File: src/rtl/raster_pkg.sv
package raster_pkg;

  typedef enum logic [0:0] {
    TIMING_50HZ = 1'b0,
    TIMING_60HZ = 1'b1
  } timing_e;

  localparam int CYC_W  = 7;
  localparam int LINE_W = 9;
  localparam int DATA_W = 8;

  // register addresses
  localparam logic [1:0] ADDR_CMP_LO  = 2'd0;
  localparam logic [1:0] ADDR_CTRL    = 2'd1;
  localparam logic [1:0] ADDR_LINE_LO = 2'd2;
  localparam logic [1:0] ADDR_IRQ     = 2'd3;

  // bit positions inside the control and interrupt registers
  localparam int CTRL_CMP_HI_BIT  = 0;
  localparam int CTRL_LINE_HI_BIT = 7;
  localparam int IRQ_FLAG_BIT     = 0;
  localparam int IRQ_EN_BIT       = 1;

  localparam logic [LINE_W-1:0] CMP_RESET = 9'h1FF;

  function automatic int cycles_per_line(timing_e t);
    return (t == TIMING_60HZ) ? 65 : 63;
  endfunction

  function automatic int lines_per_frame(timing_e t);
    return (t == TIMING_60HZ) ? 263 : 312;
  endfunction

  // cycle of a line at which a compare match is taken
  function automatic logic [CYC_W-1:0] fire_cycle(logic [LINE_W-1:0] line);
    return (line == '0) ? CYC_W'(2) : CYC_W'(1);
  endfunction

endpackage

File: src/rtl/raster_beam_counter.sv
module raster_beam_counter
  import raster_pkg::*;
#(
  parameter int CPL = 63,
  parameter int LPF = 312
) (
  input  logic              clk,
  input  logic              rst_n,
  output logic [CYC_W-1:0]  cycle,
  output logic [LINE_W-1:0] line,
  output logic              line_end,
  output logic              frame_end
);
  localparam logic [CYC_W-1:0]  CYC_LAST  = CYC_W'(CPL);
  localparam logic [LINE_W-1:0] LINE_LAST = LINE_W'(LPF - 1);

  logic [CYC_W-1:0]  cycle_q;
  logic [LINE_W-1:0] line_q;

  assign line_end  = (cycle_q == CYC_LAST);
  assign frame_end = line_end && (line_q == LINE_LAST);

  always_ff @(posedge clk) begin
    if (!rst_n) begin
      cycle_q <= CYC_W'(1);
      line_q  <= '0;
    end else begin
      if (line_end) begin
        cycle_q <= CYC_W'(1);
        line_q  <= frame_end ? '0 : line_q + LINE_W'(1);
      end else begin
        cycle_q <= cycle_q + CYC_W'(1);
      end
    end
  end

  assign cycle = cycle_q;
  assign line  = line_q;
endmodule

File: src/rtl/raster_compare.sv
module raster_compare
  import raster_pkg::*;
(
  input  logic [CYC_W-1:0]  cycle,
  input  logic [LINE_W-1:0] line,
  input  logic [LINE_W-1:0] cmp,
  output logic              hit
);
  // match is only taken at the line's firing cycle
  logic at_fire;
  assign at_fire = (cycle == fire_cycle(line));
  assign hit     = at_fire && (line == cmp);
endmodule

File: src/rtl/raster_regs.sv
module raster_regs
  import raster_pkg::*;
(
  input  logic              clk,
  input  logic              rst_n,
  input  logic [1:0]        bus_addr,
  input  logic              bus_wr,
  input  logic [DATA_W-1:0] bus_wdata,
  output logic [DATA_W-1:0] bus_rdata,
  input  logic              hit,
  input  logic [LINE_W-1:0] line,
  output logic [LINE_W-1:0] cmp,
  output logic              flag,
  output logic              enable,
  output logic              flag_clr,
  output logic              irq
);
  logic [LINE_W-1:0] cmp_q;
  logic              flag_q;
  logic              en_q;
  logic              wr_cmp_lo, wr_ctrl, wr_irq;

  assign wr_cmp_lo = bus_wr && (bus_addr == ADDR_CMP_LO);
  assign wr_ctrl   = bus_wr && (bus_addr == ADDR_CTRL);
  assign wr_irq    = bus_wr && (bus_addr == ADDR_IRQ);
  assign flag_clr  = wr_irq && bus_wdata[IRQ_FLAG_BIT];

  always_ff @(posedge clk) begin
    if (!rst_n) begin
      cmp_q  <= CMP_RESET;
      en_q   <= 1'b0;
      flag_q <= 1'b0;
    end else begin
      if (wr_cmp_lo) cmp_q[7:0] <= bus_wdata;
      if (wr_ctrl)   cmp_q[8]   <= bus_wdata[CTRL_CMP_HI_BIT];
      if (wr_irq)    en_q       <= bus_wdata[IRQ_EN_BIT];
      // a new match wins over a clear in the same cycle
      if (hit)           flag_q <= 1'b1;
      else if (flag_clr) flag_q <= 1'b0;
    end
  end

  always_comb begin
    bus_rdata = '0;
    case (bus_addr)
      ADDR_CMP_LO:  bus_rdata = cmp_q[7:0];
      ADDR_CTRL: begin
        bus_rdata[CTRL_CMP_HI_BIT]  = cmp_q[8];
        bus_rdata[CTRL_LINE_HI_BIT] = line[8];
      end
      ADDR_LINE_LO: bus_rdata = line[7:0];
      default: begin
        bus_rdata[IRQ_FLAG_BIT] = flag_q;
        bus_rdata[IRQ_EN_BIT]   = en_q;
      end
    endcase
  end

  assign cmp    = cmp_q;
  assign flag   = flag_q;
  assign enable = en_q;
  assign irq    = flag_q & en_q;
endmodule

File: src/rtl/raster_irq_gen.sv
module raster_irq_gen
  import raster_pkg::*;
#(
  parameter timing_e TIMING = TIMING_50HZ
) (
  input  logic              clk,
  input  logic              rst_n,
  input  logic [1:0]        bus_addr,
  input  logic              bus_wr,
  input  logic [DATA_W-1:0] bus_wdata,
  output logic [DATA_W-1:0] bus_rdata,
  output logic [CYC_W-1:0]  beam_cycle,
  output logic [LINE_W-1:0] beam_line,
  output logic              irq
);
  localparam int CPL = cycles_per_line(TIMING);
  localparam int LPF = lines_per_frame(TIMING);

  // named internal events, observed by the bound checker
  logic              line_end;
  logic              frame_end;
  logic              raster_hit;
  logic [LINE_W-1:0] cmp_val;
  logic              irq_flag;
  logic              irq_en;
  logic              flag_clr;

  raster_beam_counter #(.CPL(CPL), .LPF(LPF)) u_beam (
    .clk       (clk),
    .rst_n     (rst_n),
    .cycle     (beam_cycle),
    .line      (beam_line),
    .line_end  (line_end),
    .frame_end (frame_end)
  );

  raster_compare u_cmp (
    .cycle (beam_cycle),
    .line  (beam_line),
    .cmp   (cmp_val),
    .hit   (raster_hit)
  );

  raster_regs u_regs (
    .clk       (clk),
    .rst_n     (rst_n),
    .bus_addr  (bus_addr),
    .bus_wr    (bus_wr),
    .bus_wdata (bus_wdata),
    .bus_rdata (bus_rdata),
    .hit       (raster_hit),
    .line      (beam_line),
    .cmp       (cmp_val),
    .flag      (irq_flag),
    .enable    (irq_en),
    .flag_clr  (flag_clr),
    .irq       (irq)
  );
endmodule

File: config.mk
export PLATFORM = sky130hd
export DESIGN_NAME = raster_irq_gen
export DESIGN_NICKNAME = d
export VERILOG_FILES = /design/src/rtl/raster_pkg.sv /design/src/rtl/raster_beam_counter.sv /design/src/rtl/raster_compare.sv /design/src/rtl/raster_regs.sv /design/src/rtl/raster_irq_gen.sv
export SDC_FILE = /design/constraint.sdc
export NUM_CORES = 1
export LEC_CHECK = 0
export BUFFER_PORTS_ARGS = -buffer_cell sky130_fd_sc_hd__buf_2
export CORE_ASPECT_RATIO = 0.5
export CORE_MARGIN = 8
export CORE_UTILIZATION = 56
export DETAILED_ROUTE_END_ITERATION = 12
export PLACE_DENSITY = 0.84
export REMOVE_ABC_BUFFERS = 1
export SYNTH_ARGS = -nofsm -noshare
export SYNTH_HDL_FRONTEND = slang
export SYNTH_SLANG_ARGS = --single-unit
File: constraint.sdc
create_clock -name clk -period 2.4 [get_ports clk]
set_input_delay 0 -clock clk [delete_from_list [all_inputs] [get_ports clk]]
set_output_delay 0 -clock clk [all_outputs]
set_load 0.01 [all_outputs]
After elaboration in Yosys (flattened, before gate mapping)
Cells that the tools add are included.
Widths: inputs -> output; s select.
Word-level totals
  register bits after elaboration: 27
  input bits: 13
  output and inout bits: 25
  word-level logic and storage cells: 35
Cells by class
  $add $sub $neg: 2
  equality and inequality tests: 7
  multiplexer cells: 8
  bitwise operators: 2
  reduce and logical (&&, ||, !) cells: 10
Operators with widths (count)
  $pmux 5 s2: 1
  $add 9x1->9 const B: 1
  $eq 9x9->1: 1
  $eq 9x9->1 const B: 1
  $logic_not 9->1: 1
  $mux 9: 1
  $pmux 1 s3: 3
  $add 7x1->7 const B: 1
  $eq 7x6->1 const B: 1
  $eq 7x7->1: 1
  $logic_and 1x1->1: 6
  $eq 2x2->1 const B: 2
  $eq 2x1->1 const B: 1
  $logic_not 2->1: 1
  $mux 1: 2
  $mux 2: 1
  $reduce_bool 2->1: 1
  $reduce_or 2->1: 1
  $and 1x1->1: 1
  $not 1->1: 1

Longest topological paths before layout
  word-level depth: 5
  gate-level depth with buffers: 6

Hierarchy
A second synthesis with hierarchy kept.
Second synthesis, totals
  cell total of the unflattened synthesis: 169
  area, all modules: 1547.7 µm²
By module, submodules not included
  raster_beam_counter: instances 1, cells each 76, area an instance 705.7 µm²
  raster_regs: instances 1, cells each 71, area an instance 680.7 µm²
  raster_compare: instances 1, cells each 22, area an instance 161.4 µm²

Worst setup path after synthesis
No wires, ideal clock.
  path type: reg-to-reg
  start point: reg u_beam.cycle_q[0], in the netlist u_beam.cycle[0]
  end point: reg u_beam.line_q[8], in the netlist u_beam.line[8]
  setup time: 68 ps
  arrival: 1684 ps
  required time: 2332 ps
  setup slack: 648 ps
  cell stages (with the launch flop): 6
  cell sequence: dfxtp_1 -> ha_1 -> nand4_2 -> or2_1 -> or4_4 -> a21oi_2
Between the ends
  longest elaborated chain between the ends: 3
Ends and longest elaborated chain
  from (decl): RTL line raster_beam_counter.sv:17  | logic [CYC_W-1:0] cycle_q;
  from (signal assigned): RTL line raster_beam_counter.sv:32  | cycle_q <= cycle_q + CYC_W'(1);
  $eq 7x6->1 (*): RTL line raster_beam_counter.sv:20  | assign line_end = (cycle_q == CYC_LAST);
  $logic_and 1x1->1: RTL line raster_beam_counter.sv:21  | assign frame_end = line_end && (line_q == LINE_LAST);
  $mux 9: RTL line raster_beam_counter.sv:30  | line_q <= frame_end ? '0 : line_q + LINE_W'(1);
  to (signal assigned): RTL line raster_beam_counter.sv:30
  to (decl): RTL line raster_beam_counter.sv:18  | logic [LINE_W-1:0] line_q;
Every way passes the cells marked *; elsewhere a longest branch is shown, timed or not.
A chain may end at the register's enable or synchronous reset.

Worst setup path after layout
  start point: reg u_beam.cycle_q[0], in the netlist u_beam.cycle[0]
  end point: reg u_beam.line_q[5], in the netlist u_beam.line[5]
Same word-level chain as after synthesis.

==> flow_summary.ini <==
[pwr]
peakVddDrop_v = 0.000220
power.density_nw_per_um2 = 482
cellLeakagePower_nw = 0.785

[timing]
fin_crit_ns = 1.93
drv_slew = 0
tns_ns = 0
relSlewSlack = 0.688
tightest_slew_ns = 0.461
skew_ns = 0.00564
finalCritPeriodShare = 0.803
fmax_ghz = 0.519
setup_viol = 0
hold_violations = 0
rsz0062_at_grt = false

[routing]
vias = 1443
drt-initial-drc-count = 127
remaining_drc_errors = 0
finalWirelength_um = 3920
wl_per_cell_um = 15.4
dr.pass1.iters = 4
ant_nets = 0
via_per_inst = 5.68

[grt]
met1_usage = 0.219
met3_usage = 0.0500
use_met2 = 0.292
grt_pass1_wl_um = 6410
grt_start_max_net_pins = 23
overflow = 0
track_usage = 0.176
busiest_layer = met2
antenna_found_initial = 0
first_global_vias = 1306

[worst_setup_path]
end_kind = register
path_class = reg -> reg
cp.required_ns = 2.56
cp_max_fo = 8
arrival_ns = 2.08
start_kind = register

[floorplanning]
initial_utilization = 0.584
dieArea_sq_um = 4670
rows = 13
die_y_um = 52.5
coreArea_sq_um = 2550
die_w_um = 89.0
io_pins = 38

[placed_design]
place_congestion = 0.827
hpwl_um = 2700
io_buffer_count = 37

[min_path]
hp-class = in -> reg

[logic_synthesis]
netlist.area_leader.share = 0.363
ys_seq_area_frac = 0.363
ys.warnings.count = 0
syn-cell-area_sq_um = 1490
synth.distinct_cells = 39
synthTopCellsByArea = dfxtp_1 36%, nand2_1 7.1%, xnor2_1 7.1%
async_reset_ff_frac = 0
synth_edf_count = 0
synth_seq_cells = 27
ys.flop_type = dfxtp_1
synth.avg_cell_area_sq_um = 8.33
synthCells = 179
synth_top_area_cell = dfxtp_1

[cells_and_area]
fin_util = 0.700
fin_nets = 234
syn_to_final_growth_pct = 20.0
drive_gt1_frac = 0.207
diodes = 0

[run_status]
outcome = completed

[cts]
clockRootBuffer = clkbuf_8
htree_levels = 1
clock_path_buffers = 2
cts_tree = built
path_clk_slew_ns = 0.10
cts_sinks = 27
cts_resized = 0
clkLatencyLatePin_ns = 0.28
cts_buffers = 3

[run]
drv_cap = 0
cells in the mapped netlist (2+ instances only):
master    count
o31ai_1       2
and2_1        6
and3_1        3
nand4b_1      2
o21ai_0       2
nand3_1      18
inv_1         2
nor2_1       15
nor3_1        3
ha_1          3
xor2_1        7
nand2_1      28
nor2b_1       4
mux2i_1       9
nand3b_1      2
nor4_1        4
nand4_1       5
xnor2_1      12
buf_4         2
dfxtp_1      27
clkbuf_1      5
stage by stage:
step	std cells	power, mW	hold WS (ns)	area, sq um	setup slack [ns]
2_1_floorplan	168	0.546	0.0475	1430	0.648
3_3_place_gp	242	0.592	0.208	1660	0.653
6_report	254	0.862	0.0345	1790	0.473
5_1_grt	254	0.903	0.0493	1790	0.323
4_1_cts	254	0.863	0.0348	1790	0.505
3_5_place_dp	242	0.595	0.211	1660	0.516
power breakdown:
group	internal (mW)	switching, mW	total (mW)
Sequential	0.463	0.0181	0.481
Clock	0.119	0.147	0.266
Combinational	0.0559	0.0595	0.115
timing repair:
item                       CTS  global route
setup endpoints to repair    0             0
hold buffers                 8             0
hold endpoints to repair    10             0
buffers inserted             0             0
final timing paths:
kind	startpoint	to	slack, ns	cells past startpoint
hold reg to reg	u_beam.cycle[0]$_SDFF_PP1_	u_beam.cycle[0]$_SDFF_PP1_	0.47	1
hold / removal	bus_wr	u_regs.cmp[8]$_SDFFE_PN1P_	0.03	3
setup / recovery	u_beam.cycle[0]$_SDFF_PP1_	u_beam.line[5]$_SDFFE_PN0P_	0.47	5
setup reg to reg	u_beam.cycle[0]$_SDFF_PP1_	u_beam.line[5]$_SDFFE_PN0P_	0.47	5
critical path, cell delays in order, from the launching register on:
cell,delay [ns]
dfxtp_1,0.42
ha_1,0.27
and4_2,0.31
nand3b_1,0.23
o21ai_1,0.45
nor2_1,0.12
cells in the final DEF, fill, tap and decap left out, drive strengths merged:
cell type / netlist / routed
a21boi: 1 / 1
a21oi: 2 / 2
and2: 6 / 6
and3: 3 / 3
and4: 2 / 2
buf: 5 / 37
clkbuf: 6 / 4
dfxtp: 27 / 27
dlygate4sd3: 0 / 8
ha: 3 / 3
inv: 2 / 2
mux2i: 9 / 9
mux4: 1 / 1
nand2: 28 / 28
nand3: 18 / 18
nand3b: 2 / 2
nand4: 6 / 6
nand4b: 2 / 2
nor2: 15 / 15
nor2b: 4 / 4
nor3: 3 / 3
nor3b: 1 / 1
nor4: 4 / 4
nor4b: 1 / 1
o21a: 1 / 1
o21ai: 3 / 3
o31ai: 2 / 2
or2: 1 / 1
or3: 1 / 1
or4: 1 / 1
xnor2: 12 / 12
xor2: 7 / 7
sequential cells by signal, indices dropped and copies added (netlist names):
signal / count
u_regs.flag: 1
u_regs.enable: 1
u_beam.cycle: 7
u_regs.cmp: 9
u_beam.line: 9
logic make-up (layout without fill, tap and decap cells):
group	after synthesis	count (layout)	share of synthesized area
simple gates	98	98	0.341
flops	27	27	0.363
xor+xnor	19	19	0.112
buf+inv	13	51	0.0445
mux	10	10	0.0756
compound gates	9	9	0.0395
fa+ha+maj	3	3	0.0252
layout make-up:
cell class | instances | area (sq um)
repair buffers | 45 | 265
fillers | 208 | 766
multi-input cells | 139 | 883
well taps | 37 | 46.3
inverters | 2 | 7.51
flip-flops and latches | 27 | 541
clock buffers | 4 | 45.0
metal layers:
| metal | vias up | part of all wire |
|---|---|---|
| met1 | 678 | 0.40 |
| met2 | 65 | 0.48 |
| met5 | - | 0 |
| li1 | 692 | - |
| met3 | 8 | 0.099 |
| met4 | 0 | 0.014 |
Power figures use the tool's default switching activity.
